===== config.mk =====
export PLATFORM = sky130hd
export DESIGN_NAME = fuse_nor_array
export DESIGN_NICKNAME = d
export VERILOG_FILES = /design/src/rtl/fuse_nor_array.sv
export SDC_FILE = /design/constraint.sdc
export NUM_CORES = 1
export LEC_CHECK = 0
export ABC_AREA = 0
export BUFFER_PORTS_ARGS = -buffer_cell sky130_fd_sc_hd__buf_2
export CORE_ASPECT_RATIO = 0.8
export CORE_MARGIN = 5
export CORE_UTILIZATION = 45
export DETAILED_ROUTE_END_ITERATION = 16
export GPL_TIMING_DRIVEN = 0
export PLACE_DENSITY = 0.68
export SLEW_MARGIN = 20
export SYNTH_ARGS = -nofsm -noshare
export SYNTH_HDL_FRONTEND = slang
export SYNTH_SLANG_ARGS = --single-unit

===== constraint.sdc =====
create_clock -name clk -period 3.7 [get_ports clk]
set_input_delay 0.37 -clock clk [delete_from_list [all_inputs] [get_ports clk]]
set_output_delay 0.37 -clock clk [all_outputs]
set_load 0.02 [all_outputs]

===== src/rtl/fuse_nor_array.sv =====
module fuse_nor_array #(
  parameter int N_IN   = 11,
  parameter int N_OUT  = 3,
  parameter int N_TERM = 4
) (
  input  logic                              clk,
  input  logic                              rst_n,
  input  logic [N_IN-1:0]                   in_data,
  output logic [N_OUT-1:0]                  out_n,
  input  logic                              cfg_erase,
  input  logic                              cfg_wr,
  input  logic [(N_OUT>1?$clog2(N_OUT):1)-1:0]   cfg_out,
  input  logic [(N_TERM>1?$clog2(N_TERM):1)-1:0] cfg_term,
  input  logic [2*N_IN-1:0]                 cfg_wdata,
  output logic [2*N_IN-1:0]                 cfg_rdata,
  output logic                              cfg_busy
);
  localparam int LW   = 2 * N_IN;
  localparam int ROWS = N_OUT * N_TERM;
  localparam int OW   = N_OUT > 1 ? $clog2(N_OUT) : 1;
  localparam int TW   = N_TERM > 1 ? $clog2(N_TERM) : 1;
  localparam int RW   = $clog2(N_OUT * (1 << TW));

  logic [LW-1:0]   fuse_q [ROWS];
  logic [LW-1:0]   lit;
  logic [ROWS-1:0] term;
  logic [RW-1:0]   row_idx;
  logic            addr_ok;

  assign addr_ok  = (int'(cfg_out) < N_OUT) && (int'(cfg_term) < N_TERM);
  assign row_idx  = RW'(cfg_out) * RW'(N_TERM) + RW'(cfg_term);
  assign cfg_busy = cfg_erase;
  assign cfg_rdata = addr_ok ? fuse_q[row_idx] : '0;

  always_ff @(posedge clk or negedge rst_n) begin
    if (!rst_n) begin
      for (int r = 0; r < ROWS; r++) fuse_q[r] <= '0;
    end else if (cfg_erase) begin
      for (int r = 0; r < ROWS; r++) fuse_q[r] <= '0;
    end else if (cfg_wr && addr_ok) begin
      fuse_q[row_idx] <= cfg_wdata;
    end
  end

  for (genvar i = 0; i < N_IN; i++) begin : g_lit
    assign lit[2*i]   = in_data[i];
    assign lit[2*i+1] = ~in_data[i];
  end

  for (genvar r = 0; r < ROWS; r++) begin : g_term
    assign term[r] = &(lit | fuse_q[r]);
  end

  for (genvar o = 0; o < N_OUT; o++) begin : g_out
    assign out_n[o] = ~|term[o*N_TERM +: N_TERM];
  end
endmodule


* Word-level counts from Yosys, hierarchy flattened
Index checks and enable logic that the tools add are counted.
** Operators by class
- Muxes and demuxes :: 9
- Bitwise operators :: 24
- Add/subtract/negate cells :: 1
- Reduce and logical (&&, ||, !) cells :: 21
- Order comparisons :: 3
** Operators by type and width (count)
- 264-bit 2-to-1 mux :: 2
- 264-bit bitwise mux :: 1
- 22-bit OR :: 12
- 22-bit AND reduction :: 12
- 22-bit binary-select mux with 4-bit select :: 1
- 22-bit demux with 4-bit select :: 1
- 22-bit 2-to-1 mux :: 4
- 4-bit OR reduction :: 3
- 1-bit inverter :: 11
- 5-bit greater-or-equal comparator (second input constant) :: 1
- 5-bit by 1-bit less-than comparator with 1-bit output (second input constant) :: 1
- 4-bit inverter with 5-bit output :: 1
- 4-bit by 2-bit adder with 4-bit output :: 1
- 1-bit logical NOT :: 3
- 1-bit logical AND :: 2
- 2-bit less-than comparator (second input constant) :: 1
- 2-bit nonzero test :: 1
** Word-level totals
- Bits of input ports :: 41
- Bits in registers :: 264
- Output and inout bits :: 26

* Depth between registers and ports, before layout
- Depth after elaboration :: 9
- Depth in mapped cells :: 8
- Depth with buffers taken out :: 5

* Least setup slack after synthesis
No wires, ideal clock.
- Kind :: input -> output
- Start point :: input port cfg_term[0] in the netlist's numbering
- End point :: output port cfg_rdata[10]
- Cell stages on the path :: 6
- Arrival time :: 1.753 ns
- Path slack :: 1.577 ns
- Path through :: buf_2 -> buf_6 -> buf_2 -> mux4_2 -> nand2_1 -> o21ai_0
** Between the ends
- Longest elaborated chain between the ends :: 6
** RTL lines
- start, declared :: line 13 : input logic [(N_TERM>1?$clog2(N_TERM):1)-1:0] cfg_term,
- 4-bit by 2-bit adder with 4-bit output :: line 31 : assign row_idx = RW'(cfg_out) * RW'(N_TERM) + RW'(cfg_term);
- 4-bit inverter with 5-bit output (not written as such) :: line 33 : assign cfg_rdata = addr_ok ? fuse_q[row_idx] : '0;
- 22-bit binary-select mux with 4-bit select :: line 33
- 22-bit 2-to-1 mux (not written as such) (2 in a row) :: line 33
- 22-bit 2-to-1 mux :: line 33
- end, declared :: line 15 : output logic [2*N_IN-1:0] cfg_rdata,
No other way between the ends. The select of a mux whose other input is x is not followed.

* Worst setup path after layout
- Start point :: register fuse_q[86] in the netlist's numbering
- End point :: output port out_n[2]
** Between the ends
- Longest elaborated chain between the ends :: 4
** RTL lines
- start, declared :: line 24 : logic [LW-1:0] fuse_q [ROWS];
- start signal, assigned by index :: line 41 : fuse_q[row_idx] <= cfg_wdata;
- 22-bit OR :: line 51 : assign term[r] = &(lit | fuse_q[r]);
- 22-bit AND reduction :: line 51
- 4-bit OR reduction :: line 55 : assign out_n[o] = ~|term[o*N_TERM +: N_TERM];
- 1-bit logical NOT :: line 55
- end, declared :: line 9 : output logic [N_OUT-1:0] out_n,
No other way between the ends.

==> results.sh <==
export IMPL_status="completed"
export IMPL_maxSlewHeadroom_pct=21.04
export IMPL_setup_worst_path_class="flip-flop to output port"
export IMPL_worstPathRequired_ns=3.33
export IMPL_cts_resized=0
export IMPL_num_io_pins=67
export IMPL_routed_wl_um=53850
export IMPL_post_drt_wl_per_cell_um=28.61
export IMPL_root_buffer="clkbuf_16"
export IMPL_power_density_nw_per_um2=416.2
export IMPL_ys_seq_area_share_pct=46.64
export IMPL_period_share_pct=82.69
export IMPL_power_frac_comb_pct=9.5
export IMPL_crit_path_end_kind="output port"
export IMPL_reg_top3="fuse_q (264)"
export IMPL_cts_buffers=28
export IMPL_hold_violations=0
export IMPL_instances_no_fill=1882
export IMPL_cp_max_fo=3
export IMPL_syn_inst=1343
export IMPL_core_area_um2=31280
export IMPL_grt_use_total_pct=30.05
export IMPL_cts_sinks=264
export IMPL_n_fill_cell=2850
export IMPL_num_rows=58
export IMPL_grt_overflow=0
export IMPL_first_global_vias=11730
export IMPL_syn_area_per_cell_um2=10.55
export IMPL_fin_nets=1481
export IMPL_grt_max_degree=96
export IMPL_diodes=0
export IMPL_netlist_area_um2=14160
export IMPL_die_area_um2=35140
export IMPL_pwr_share_clk_pct=46.4
export IMPL_cts_htree_levels=1
export IMPL_dr_pass1_iters=9
export IMPL_p_int_uw=4930
export IMPL_antenna_found_initial=1
export IMPL_clock_latency_ns=0.58
export IMPL_irDropWorstVdd_mv=0.3650
export IMPL_cp_start_kind="flip-flop"
export IMPL_ys_ff_latch=264
export IMPL_fin_setup_tns_ns=0
export IMPL_clockBufferDepth=3
export IMPL_clk_pin_slew_ns=0.07
export IMPL_place_hpwl_um=40810
export IMPL_switching_share_pct=26.33
export IMPL_placedCellCount=1829
export IMPL_leakage_uw=0.006936
export IMPL_pwr_share_seq_pct=44.1
export IMPL_die_w_um=208.4
export IMPL_crit_arrival_ns=2.69
export IMPL_hold_class="input port to flip-flop"
export IMPL_syn2layout_area_growth_pct=13.52
export IMPL_ys_warn_count=0
export IMPL_fmax_mhz=326.9
export IMPL_slew_violations=0
export IMPL_cts_tree="yes"
export IMPL_layout_drive_gt1_share_pct=17.85
export IMPL_largest_register_ffs=264
export IMPL_gp_congestion=1.020
export IMPL_remaining_drc_errors=0
export IMPL_detail_route_antenna_nets=0
export IMPL_setup_viol=0
export IMPL_p_total_uw=6693
export IMPL_skew_ns=0
export IMPL_finish_instance_area_um2=16080
export IMPL_synth_distinct_cells=41
export IMPL_die_h_um=168.7
export IMPL_placed_area_um2=15070
export IMPL_via_per_inst=6.521
export IMPL_largest_register="fuse_q"
export IMPL_switchingPower_uw=1762
export IMPL_grt_pass1_wl_um=78690
export IMPL_drt_iter0_markers=1637
export IMPL_numPortBuffers=64
export IMPL_tightest_slew_ns=1.180
export IMPL_min_period_ns=3.060
export IMPL_rsz0062_at_grt="false"
export IMPL_fin_hold_ws_ns=0.04460
export IMPL_drv_cap=0
export IMPL_vias=12270
export IMPL_start_util_pct=45.28
export IMPL_synth_fp_nets=1384
==> per-layer routing <==
metal / global-route usage [%] / wire, um
met1: 44.42 / 22620
met2: 41.10 / 21500
met3: 12.30 / 8055
met4: 7.736 / 1673
met5: 0 / 0
==> cell type report <==
cell class,instances,area (um^2),area share (%)
plain buffers,107,521.8,3.245
well taps,420,525.5,3.268
clock buffers,39,823.3,5.120
multi-input cells,972,7039,43.78
repair buffers,67,395.4,2.459
clock inverters,13,167.7,1.043
flip-flops and latches,264,6606,41.09
==> per-stage QoR <==
stage,setup WS (ns),utilization (%)
detailed placement,0.9734,48.20
floorplan,1.577,-
CTS,0.8213,51.40
finish,0.6405,51.41
global route,0.5792,51.41
global placement,-2.692,47.99
==> worst max-delay path, stage by stage, from the launching register on <==
cell	delay [ns]
dfrtp_1	0.38
mux2i_1	0.14
nor4_1	0.68
nand2_1	0.16
o41ai_1	0.43
a311oi_1	0.12
buf_2	0.19
==> layout by cell type, fill, tap and decap left out, drive strengths merged, types with 4 or more instances in the layout <==
master	count
mux4	66
clkbuf	88
a32o	10
a22oi	36
a21oi	123
mux2i	171
o21ai	22
nand3	4
nor3	18
nor4	29
buf	124
nand2b	5
and2	4
a32oi	8
nand2	289
a22o	71
clkinv	8
nor2	100
dfrtp	264
bufinv	4
==> kinds of logic after synthesis <==
logic type / count (synthesis) / share of synthesized area [%]
buf+inv: 107 / 3.684
simple gates: 460 / 14.09
flops: 264 / 46.64
compound gates: 275 / 13.00
mux: 237 / 22.58
==> synth_stat cells (all sizes together) <==
cell	count	area, um^2
mux4	66	1486
o41ai	3	26.28
and3b	1	8.760
nor4	29	181.4
dfrtp	264	6606
nand3	4	20.02
and2	4	25.02
a21boi	1	18.77
nor3	18	126.4
a22oi	36	270.3
a311oi	1	8.760
mux2i	171	1712
a32oi	8	70.07
or2	3	21.28
nand2b	5	33.78
and2b	1	7.510
a21oi	123	615.6
nand2	289	1087
nor2	100	436.7
a22o	71	621.9
o21ai	22	110.1
clkbuf	49	183.9
nor2b	2	12.51
and3	1	6.260
nor3b	1	12.51
nand3b	1	7.510
buf	58	337.8
a32o	10	100.1
or3b	1	8.760
==> final timing paths <==
check,from,end,slack [ns],depth (start not counted)
hold reg to reg,fuse_q[117]$_DFFE_PN0P_,fuse_q[117]$_DFFE_PN0P_,0.53,1
max in group asynchronous,rst_n,fuse_q[191]$_DFFE_PN0P_,1.97,4
setup reg to reg,fuse_q[102]$_DFFE_PN0P_,fuse_q[102]$_DFFE_PN0P_,2.79,1
min in group asynchronous,rst_n,fuse_q[222]$_DFFE_PN0P_,0.34,2
setup / recovery,fuse_q[86]$_DFFE_PN0P_,out_n[2],0.64,6
hold / removal,cfg_wdata[0],fuse_q[242]$_DFFE_PN0P_,0.04,2
==> repair_timing <==
action	CTS	global route
hold buffers	1	0
buffers inserted	0	0
hold endpoints to repair	82	0
==> power by group through the flow <==
stage	registers, uW	logic [uW]	clock network (uW)
floorplan	2990	341	0
finish	2950	636	3100
CTS	2950	622	3090
global route	2950	670	3220
global placement	3000	603	0
detailed placement	3000	619	0
(Power assumes the default switching activity.)
